<file path="config.mk">
export PLATFORM = sky130hd
export DESIGN_NAME = intdiv_unit
export DESIGN_NICKNAME = d
export VERILOG_FILES = /design/src/rtl/intdiv_pkg.sv /design/src/rtl/intdiv_mag.sv /design/src/rtl/intdiv_step.sv /design/src/rtl/intdiv_ctrl.sv /design/src/rtl/intdiv_unit.sv
export SDC_FILE = /design/constraint.sdc
export NUM_CORES = 1
export LEC_CHECK = 0
export CAP_MARGIN = 20
export CORE_MARGIN = 3
export CORE_UTILIZATION = 45
export CTS_CLUSTER_SIZE = 14
export DETAILED_ROUTE_END_ITERATION = 8
export PLACE_DENSITY = 0.74
export SYNTH_ARGS = -nofsm -noshare
export SYNTH_HDL_FRONTEND = slang
export SYNTH_SLANG_ARGS = --single-unit
</file>
<file path="constraint.sdc">
create_clock -name clk -period 3.3 [get_ports clk]
set_input_delay 0.495 -clock clk [delete_from_list [all_inputs] [get_ports clk]]
set_output_delay 0.495 -clock clk [all_outputs]
set_load 0.03 [all_outputs]
</file>
<file path="src/rtl/intdiv_pkg.sv">
package intdiv_pkg;

   typedef enum logic [1:0] {
      ST_IDLE = 2'd0,
      ST_RUN  = 2'd1,
      ST_FIX  = 2'd2
   } div_state_e;

endpackage

</file>
<file path="src/rtl/intdiv_mag.sv">
module intdiv_mag #(
   parameter int W         = 32,
   parameter bit SIGNED_EN = 1'b1
) (
   input  logic [W-1:0] value,
   input  logic         is_signed,
   output logic [W-1:0] mag,
   output logic         neg
);

   generate
      if (SIGNED_EN) begin : g_signed
         always_comb begin
            neg = is_signed & value[W-1];
            mag = neg ? (~value + {{(W-1){1'b0}}, 1'b1}) : value;
         end
      end else begin : g_unsigned
         logic unused_sel;
         always_comb begin
            unused_sel = is_signed;
            neg        = 1'b0;
            mag        = value;
         end
      end
   endgenerate

endmodule

</file>
<file path="src/rtl/intdiv_step.sv">
module intdiv_step #(
   parameter int W = 32
) (
   input  logic [W-1:0] rem_in,
   input  logic [W-1:0] q_in,
   input  logic [W-1:0] dvs,
   output logic [W-1:0] rem_out,
   output logic [W-1:0] q_out
);

   logic [W:0] shifted;
   logic [W:0] trial;
   logic       fits;

   always_comb begin
      shifted = {rem_in, q_in[W-1]};
      trial   = shifted - {1'b0, dvs};
      fits    = ~trial[W];
      rem_out = fits ? trial[W-1:0] : shifted[W-1:0];
      q_out   = {q_in[W-2:0], fits};
   end

endmodule

</file>
<file path="src/rtl/intdiv_ctrl.sv">
module intdiv_ctrl
   import intdiv_pkg::*;
#(
   parameter int W = 32
) (
   input  logic clk,
   input  logic rst_n,
   input  logic start,
   input  logic dvs_zero,
   output logic accept,
   output logic take_zero,
   output logic step_en,
   output logic fix_en,
   output logic busy
);

   localparam int CW = (W > 1) ? $clog2(W) : 1;
   localparam logic [CW-1:0] LAST = CW'(W - 1);

   div_state_e     state;
   logic [CW-1:0]  cnt;

   always_comb begin
      accept    = start && (state == ST_IDLE);
      take_zero = accept && dvs_zero;
      step_en   = (state == ST_RUN);
      fix_en    = (state == ST_FIX);
      busy      = (state != ST_IDLE);
   end

   always_ff @(posedge clk or negedge rst_n) begin
      if (!rst_n) begin
         state <= ST_IDLE;
         cnt   <= '0;
      end else begin
         case (state)
            ST_IDLE: begin
               cnt <= '0;
               if (accept && !dvs_zero) state <= ST_RUN;
            end
            ST_RUN: begin
               cnt <= cnt + 1'b1;
               if (cnt == LAST) state <= ST_FIX;
            end
            ST_FIX:  state <= ST_IDLE;
            default: state <= ST_IDLE;
         endcase
      end
   end

endmodule

</file>
<file path="src/rtl/intdiv_unit.sv">
module intdiv_unit #(
   parameter int W         = 32,
   parameter bit SIGNED_EN = 1'b1
) (
   input  logic         clk,
   input  logic         rst_n,
   input  logic         start,
   input  logic         op_signed,
   input  logic [W-1:0] dividend,
   input  logic [W-1:0] divisor,
   input  logic         trap_en,
   input  logic         clr_dz,
   output logic         busy,
   output logic         done,
   output logic         q_write,
   output logic [W-1:0] quotient,
   output logic         fault,
   output logic         dz_sticky
);

   generate
      if (W < 2) begin : g_bad_width
         $error("intdiv_unit: W must be at least 2");
      end
   endgenerate

   logic [W-1:0] a_mag, b_mag;
   logic         a_neg, b_neg;
   logic         dvs_zero;
   logic         accept, take_zero, step_en, fix_en;

   logic [W-1:0] rem_q, acc_q, dvs_q;
   logic         neg_q;
   logic [W-1:0] rem_n, acc_n;
   logic         trap_hit;

   assign dvs_zero = (divisor == '0);
   assign trap_hit = take_zero && trap_en;

   intdiv_mag #(.W(W), .SIGNED_EN(SIGNED_EN)) u_mag_a (
      .value(dividend), .is_signed(op_signed), .mag(a_mag), .neg(a_neg)
   );

   intdiv_mag #(.W(W), .SIGNED_EN(SIGNED_EN)) u_mag_b (
      .value(divisor), .is_signed(op_signed), .mag(b_mag), .neg(b_neg)
   );

   intdiv_ctrl #(.W(W)) u_ctrl (
      .clk(clk), .rst_n(rst_n), .start(start), .dvs_zero(dvs_zero),
      .accept(accept), .take_zero(take_zero), .step_en(step_en),
      .fix_en(fix_en), .busy(busy)
   );

   intdiv_step #(.W(W)) u_step (
      .rem_in(rem_q), .q_in(acc_q), .dvs(dvs_q),
      .rem_out(rem_n), .q_out(acc_n)
   );

   always_ff @(posedge clk or negedge rst_n) begin
      if (!rst_n) begin
         rem_q <= '0;
         acc_q <= '0;
         dvs_q <= '0;
         neg_q <= 1'b0;
      end else if (accept) begin
         rem_q <= '0;
         acc_q <= a_mag;
         dvs_q <= b_mag;
         neg_q <= a_neg ^ b_neg;
      end else if (step_en) begin
         rem_q <= rem_n;
         acc_q <= acc_n;
      end
   end

   always_ff @(posedge clk or negedge rst_n) begin
      if (!rst_n) begin
         quotient <= '0;
         done     <= 1'b0;
         q_write  <= 1'b0;
         fault    <= 1'b0;
      end else begin
         done    <= fix_en || take_zero;
         q_write <= fix_en || (take_zero && !trap_en);
         fault   <= trap_hit;
         if (fix_en)
            quotient <= neg_q ? (~acc_q + {{(W-1){1'b0}}, 1'b1}) : acc_q;
         else if (take_zero && !trap_en)
            quotient <= '0;
      end
   end

   always_ff @(posedge clk or negedge rst_n) begin
      if (!rst_n)        dz_sticky <= 1'b0;
      else if (trap_hit) dz_sticky <= 1'b1;
      else if (clr_dz)   dz_sticky <= 1'b0;
   end

endmodule

</file>
# Yosys cells after proc, flatten, opt, wreduce, memory -nomap -nowiden
# Cells that the tools add are included.
# op_classes
addsub	5
n_eq_ne	5
n_mux	16
n_bitwise	7
n_reduce_logical	17
# ops
cell	count
$mux 32	10
$add 32x1->32 const B	3
$not 32->32	3
$sub 33x32->33	1
$logic_not 32->1	1
$pmux 5 s2	1
$reduce_bool 2->1	5
$add 5x1->5 const B	1
$eq 5x5->1 const B	1
$logic_and 1x1->1	5
$mux 2	2
$pmux 2 s2	1
$and 1x1->1	2
$eq 2x1->1 const B	1
$eq 2x2->1 const B	1
$logic_not 1->1	2
$logic_not 2->1	1
$logic_or 1x1->1	2
$mux 1	2
$ne 2x1->1 const B	1
$ne 2x2->1 const B	1
$reduce_and 2->1	1
$not 1->1	1
$xor 1x1->1	1
# word_totals
reg_bits	140
in_bits	70
out_inout_bits	37

# Longest topological paths before layout
# depth
depth_word	6
depth_mapped	14
ltp_nobuf	13

# By module
# A second synthesis with hierarchy kept.
# unflattened
cells_unflattened	1178
area_unflattened_um2	10756.6
# modules_own_cells
module	n_inst	cells_per_inst	area_each_um2	seq_area_each_um2
intdiv_unit	1	595	6367.4	3328.2
intdiv_step	1	337	2598.7	0.0
intdiv_mag	2	106	706.9	0.0
intdiv_ctrl	1	34	376.6	175.2

# Worst setup path after synthesis
# OpenSTA, ideal clock, no wires.
# synth_timing
kind	register to register
startpoint	register acc_q[31]
endpoint	register rem_q[20]
arrival_ns	3.198
slack_ns	0.015
path_stages_with_launch	13
synth_period_minus_slack_ns	3.285
path_cell_list	dfrtp_1 > inv_1 > ha_1 > inv_1 > fa_1 > a21o_1 > a21oi_1 > o211ai_1 > a211oi_1 > nor3_1 > a211oi_2 > nand2_1 > o211ai_1
# synth_via
elab_chain_cells	4
# synth_rtl
element	line	source
start, declared	intdiv_unit.sv:32	logic [W-1:0] rem_q, acc_q, dvs_q;
start signal, assigned	intdiv_unit.sv:67	acc_q <= a_mag;
start signal, assigned	intdiv_unit.sv:72	acc_q <= acc_n;
$sub 33x32->33	intdiv_step.sv:17	trial = shifted - {1'b0, dvs};
$mux 32	intdiv_step.sv:19	rem_out = fits ? trial[W-1:0] : shifted[W-1:0];
$mux 32	intdiv_unit.sv:70	end else if (step_en) begin
$mux 32	intdiv_unit.sv:65	end else if (accept) begin
end signal, assigned	intdiv_unit.sv:71	rem_q <= rem_n;
end, declared	intdiv_unit.sv:32	
# Every way passes these cells. The select of a mux whose other input is x is not followed.
# A chain may end at the register's enable or synchronous reset.

# Final worst setup path
# layout_timing
startpoint	register acc_q[8]
endpoint	register quotient[27]
# layout_via
elab_chain_cells	4
# layout_rtl
element	line	source
$not 32->32	intdiv_unit.sv:87	quotient <= neg_q ? (~acc_q + {{(W-1){1'b0}}, 1'b1}) : acc_q;
$add 32x1->32	intdiv_unit.sv:87	
$mux 32	intdiv_unit.sv:87	
$mux 32	intdiv_unit.sv:86	if (fix_en)
end signal, assigned	intdiv_unit.sv:87	
end, declared	intdiv_unit.sv:16	output logic [W-1:0] quotient,
# Every way passes these cells.

==> results.md <==
- Vias in the first global route: 8,305
- Worst-path clk slew: 0.06 ns
- EDFF count, synth: 0
- Initial antenna violation count: 0
- Cells after Synth: between 1,000 and 1,500
- Register area: 3503 um^2
- Final setup viols: 0
- N_diodes: 0
- Seq/Total Area, Yosys: 0.3783
- Simple-Gate Fraction of Synth Area: 0.1768
- Syn avg cell area: 8.412 um^2
- Hold WC Path Type: input port to async pin
- Slew Viols, Final: 0
- Net Count, Synth: 1,209
- Die X: 149.5 um
- Slew @ Worst Pin: about 1.1 ns
- VDD IR-drop max: 0.0004695 V
- Post-route cell area: 11,600 um^2
- Asr flop ratio synth: 1.000
- Yosys reg bits: 140
- Cell Chain, Critical Path: or4_4 > or4_4 > or3_4 > or3_4 > or3_4 > or2_4 > o41ai_4 > xor2_1 > o21ai_1
- Synth cell types: 67
- Nets@finish: 1,333
- First-pass GRT wire length: 41,030 um
- Startpoint Class: register
- Post-DP Area: roughly 11,000 um^2
- Most frequent cells in the layout: o21ai_0, dfrtp_1, nand2_1, clkdlybuf4s50_1, a21oi_1
- Largest net degree at the start of global routing: roughly 120
- Status: finished, final reports clean
- Post-Route WL: 25,190 um
- Synth Area in XOR/XNOR: 0.1088
- Fill count: between 1,500 and 2,000
- Post-Synthesis Cell Area: 9261 um^2
- F_max: a little over 300 MHz
- I/O Pins: 107
- Routed vias: 8,605
- DR WL/cell: around 17 um
- Compound-Gate Fraction of Synth Area: 0.2299
- Fraction of layout instances using a drive strength above 1: 0.09370
- Slowest cell delay on critical path: between 0.5 and 0.6 ns
- Clk_skew: 0.008006 ns
- H-tree level count: 4
- DIE AREA: approximately 22,000 um^2
- DRC viols: 0
- Pwr dens: 963.0 nW/um^2
- Sink Count: 140
- Antenna viol nets, final: 0
- PortBufs: about 110
- Top_reg_cell synth: dfrtp_1
- RD Place Congestion: 0.9202
- Most common cell after layout, fill and taps aside: o21ai_0
- Worst setup EP type: register
- Gr usage total: 0.2265
- RSZ-0062 raised after global routing: true
- Critical path arrival: 3.58 ns
- Final min period: 3.279 ns
- Row count: 51
- CP max-delay cell: or4_4
- Core ar.: 19,850 um^2
- CTS root buffer: clkbuf_16
- Mux cell area share after synthesis: 0.01094
- Grt total ovfl: 0
- CTS buffer count: 17
- Clock Latency Late Sink: between 0.4 and 0.5 ns
- Max Root-Sink Buffers: 2
- Worst setup path class: register to register
- Vias per cell: ~5.7
- Largest family of logic cells by synthesized area: compound AO/OA/AOI/OAI gates
- CP delay by family, top: simple AND/OR/NAND/NOR gates
- Adder-Cell Fraction of Synth Area: 0.05215
- Leakage: 4.968 nW
- DR iter-0 viols: 528
- Final hold vios: 0
- Area growth from synthesis to layout: 25.25%
- Area of the multi-input gates: between 5000 and 6000 um^2
- Yosys warnings: 0
- Critical path origin: acc_q[8]$_DFFE_PN0P_
- Effective utilization at floorplan: 0.4667
- Initial DRT Pass Iterations: 5
- HPWL after detailed placement: 18,150 um
- Top cell by count, worst path: or3_4
- Worst r2r src: acc_q[8]$_DFFE_PN0P_
- Period utilisation layout: 0.9938
- Max cap viols: 0
- CTS tree: yes
- Maximum net fanout on the critical path: 3
- Die H: 149.5 um
- Relative slew slack: 0.2665
- Fin util: 0.5845
- Crit path buf inv count: 0
- Worst path required time: 3.60 ns
==> kinds of logic (layout without fill, tap and decap cells) <==
kind of cell	Yosys count	count (layout)
mux	10	10
buf+inv	106	243
fa+ha+maj	38	38
simple gates	345	345
compound gates	347	347
flops	140	140
xor+xnor	115	115
==> final timing paths <==
path / end / slack (ns) / cells after the start
worst min-delay path: dvs_q[5]$_DFFE_PN0P_ / 0.09 / 1
max in group asynchronous: acc_q[9]$_DFFE_PN0P_ / 2.37 / 2
min in group clk: dvs_q[17]$_DFFE_PN0P_ / 0.48 / 2
worst min register to register: dvs_q[17]$_DFFE_PN0P_ / 0.48 / 2
worst max-delay path: quotient[27]$_DFFE_PN0P_ / 0.02 / 9
worst max register to register: quotient[27]$_DFFE_PN0P_ / 0.02 / 9
==> cells in the mapped netlist (all sizes together) (7+ instances only) <==
cell type | count | share of area
mux2i | 9 | 0.0097
a21o | 16 | 0.013
nand2 | 135 | 0.055
o21ai | 151 | 0.082
nor2 | 59 | 0.024
o41ai | 9 | 0.011
inv | 55 | 0.022
nand2b | 9 | 0.0061
a22oi | 30 | 0.024
clkbuf | 44 | 0.018
and3 | 14 | 0.0095
or4 | 8 | 0.0073
nand3 | 47 | 0.025
nor4 | 8 | 0.0054
o31ai | 15 | 0.012
and2 | 11 | 0.0074
or3 | 13 | 0.010
ha | 37 | 0.050
buf | 7 | 0.0030
xnor2 | 55 | 0.052
o211ai | 11 | 0.0089
a21oi | 67 | 0.036
nor3 | 21 | 0.011
xor2 | 60 | 0.057
dfrtp | 140 | 0.38
==> metrics by stage <==
step / power (W) / TNS (ns) / worst slack [ns] / hold WS [ns] / instances
floorplan: 0.007163 / 0 / 0.01474 / 0.1994 / 1101
global placement: 0.008658 / 0 / 0.08219 / 0.4637 / 1467
detailed placement: 0.008812 / 0 / 0.04701 / 0.4707 / 1467
CTS: 0.01093 / 0 / 0.01132 / 0.1519 / 1499
global route: 0.01206 / -0.06610 / -0.05640 / 0.1653 / 1503
finish: 0.01117 / 0 / 0.02062 / 0.09196 / 1503
==> registers in the layout (all words and copies together), names as in the netlist <==
register      cells
acc_q            32
neg_q             1
quotient         32
rem_q            32
done              1
dvs_q            32
u_ctrl.cnt        5
fault             1
dz_sticky         1
u_ctrl.state      2
q_write           1
==> area by class of cell <==
class	instances	area share
inverters	55	0.01780
clock inverters	13	0.01542
repair buffers	156	0.1278
clock buffers	19	0.03905
well taps	265	0.02858
flip-flops and latches	140	0.3020
multi-input cells	855	0.4693
==> per-layer routing <==
metal,part of all wire,track usage,vias up
met5,0,0,-
met4,0.029,0.08055,0
met3,0.051,0.03664,56
met2,0.47,0.3579,249
met1,0.45,0.3165,4144
li1,-,-,4156
==> repair_timing <==
| item | CTS | global route |
|---|---|---|
| setup buffers | 0 | 2 |
| resized for setup | 0 | 20 |
| hold buffers | 0 | 0 |
| endpoints found under the setup margin | 0 | 38 |
==> worst reg2reg max path, cell delays in order (launching register included) <==
cell     delay (ns)
dfrtp_1        0.37
or4_4          0.55
or4_4          0.44
or3_4          0.39
or3_4          0.33
or3_4          0.34
or2_4          0.25
o41ai_4        0.24
xor2_1         0.17
o21ai_1        0.07
==> power by group <==
| part | internal (W) | switching [W] |
|---|---|---|
| combinational | 0.00279 | 0.00340 |
| clock | 0.00125 | 0.000802 |
| sequential | 0.00233 | 0.000601 |
(Power assumes the default switching activity.)
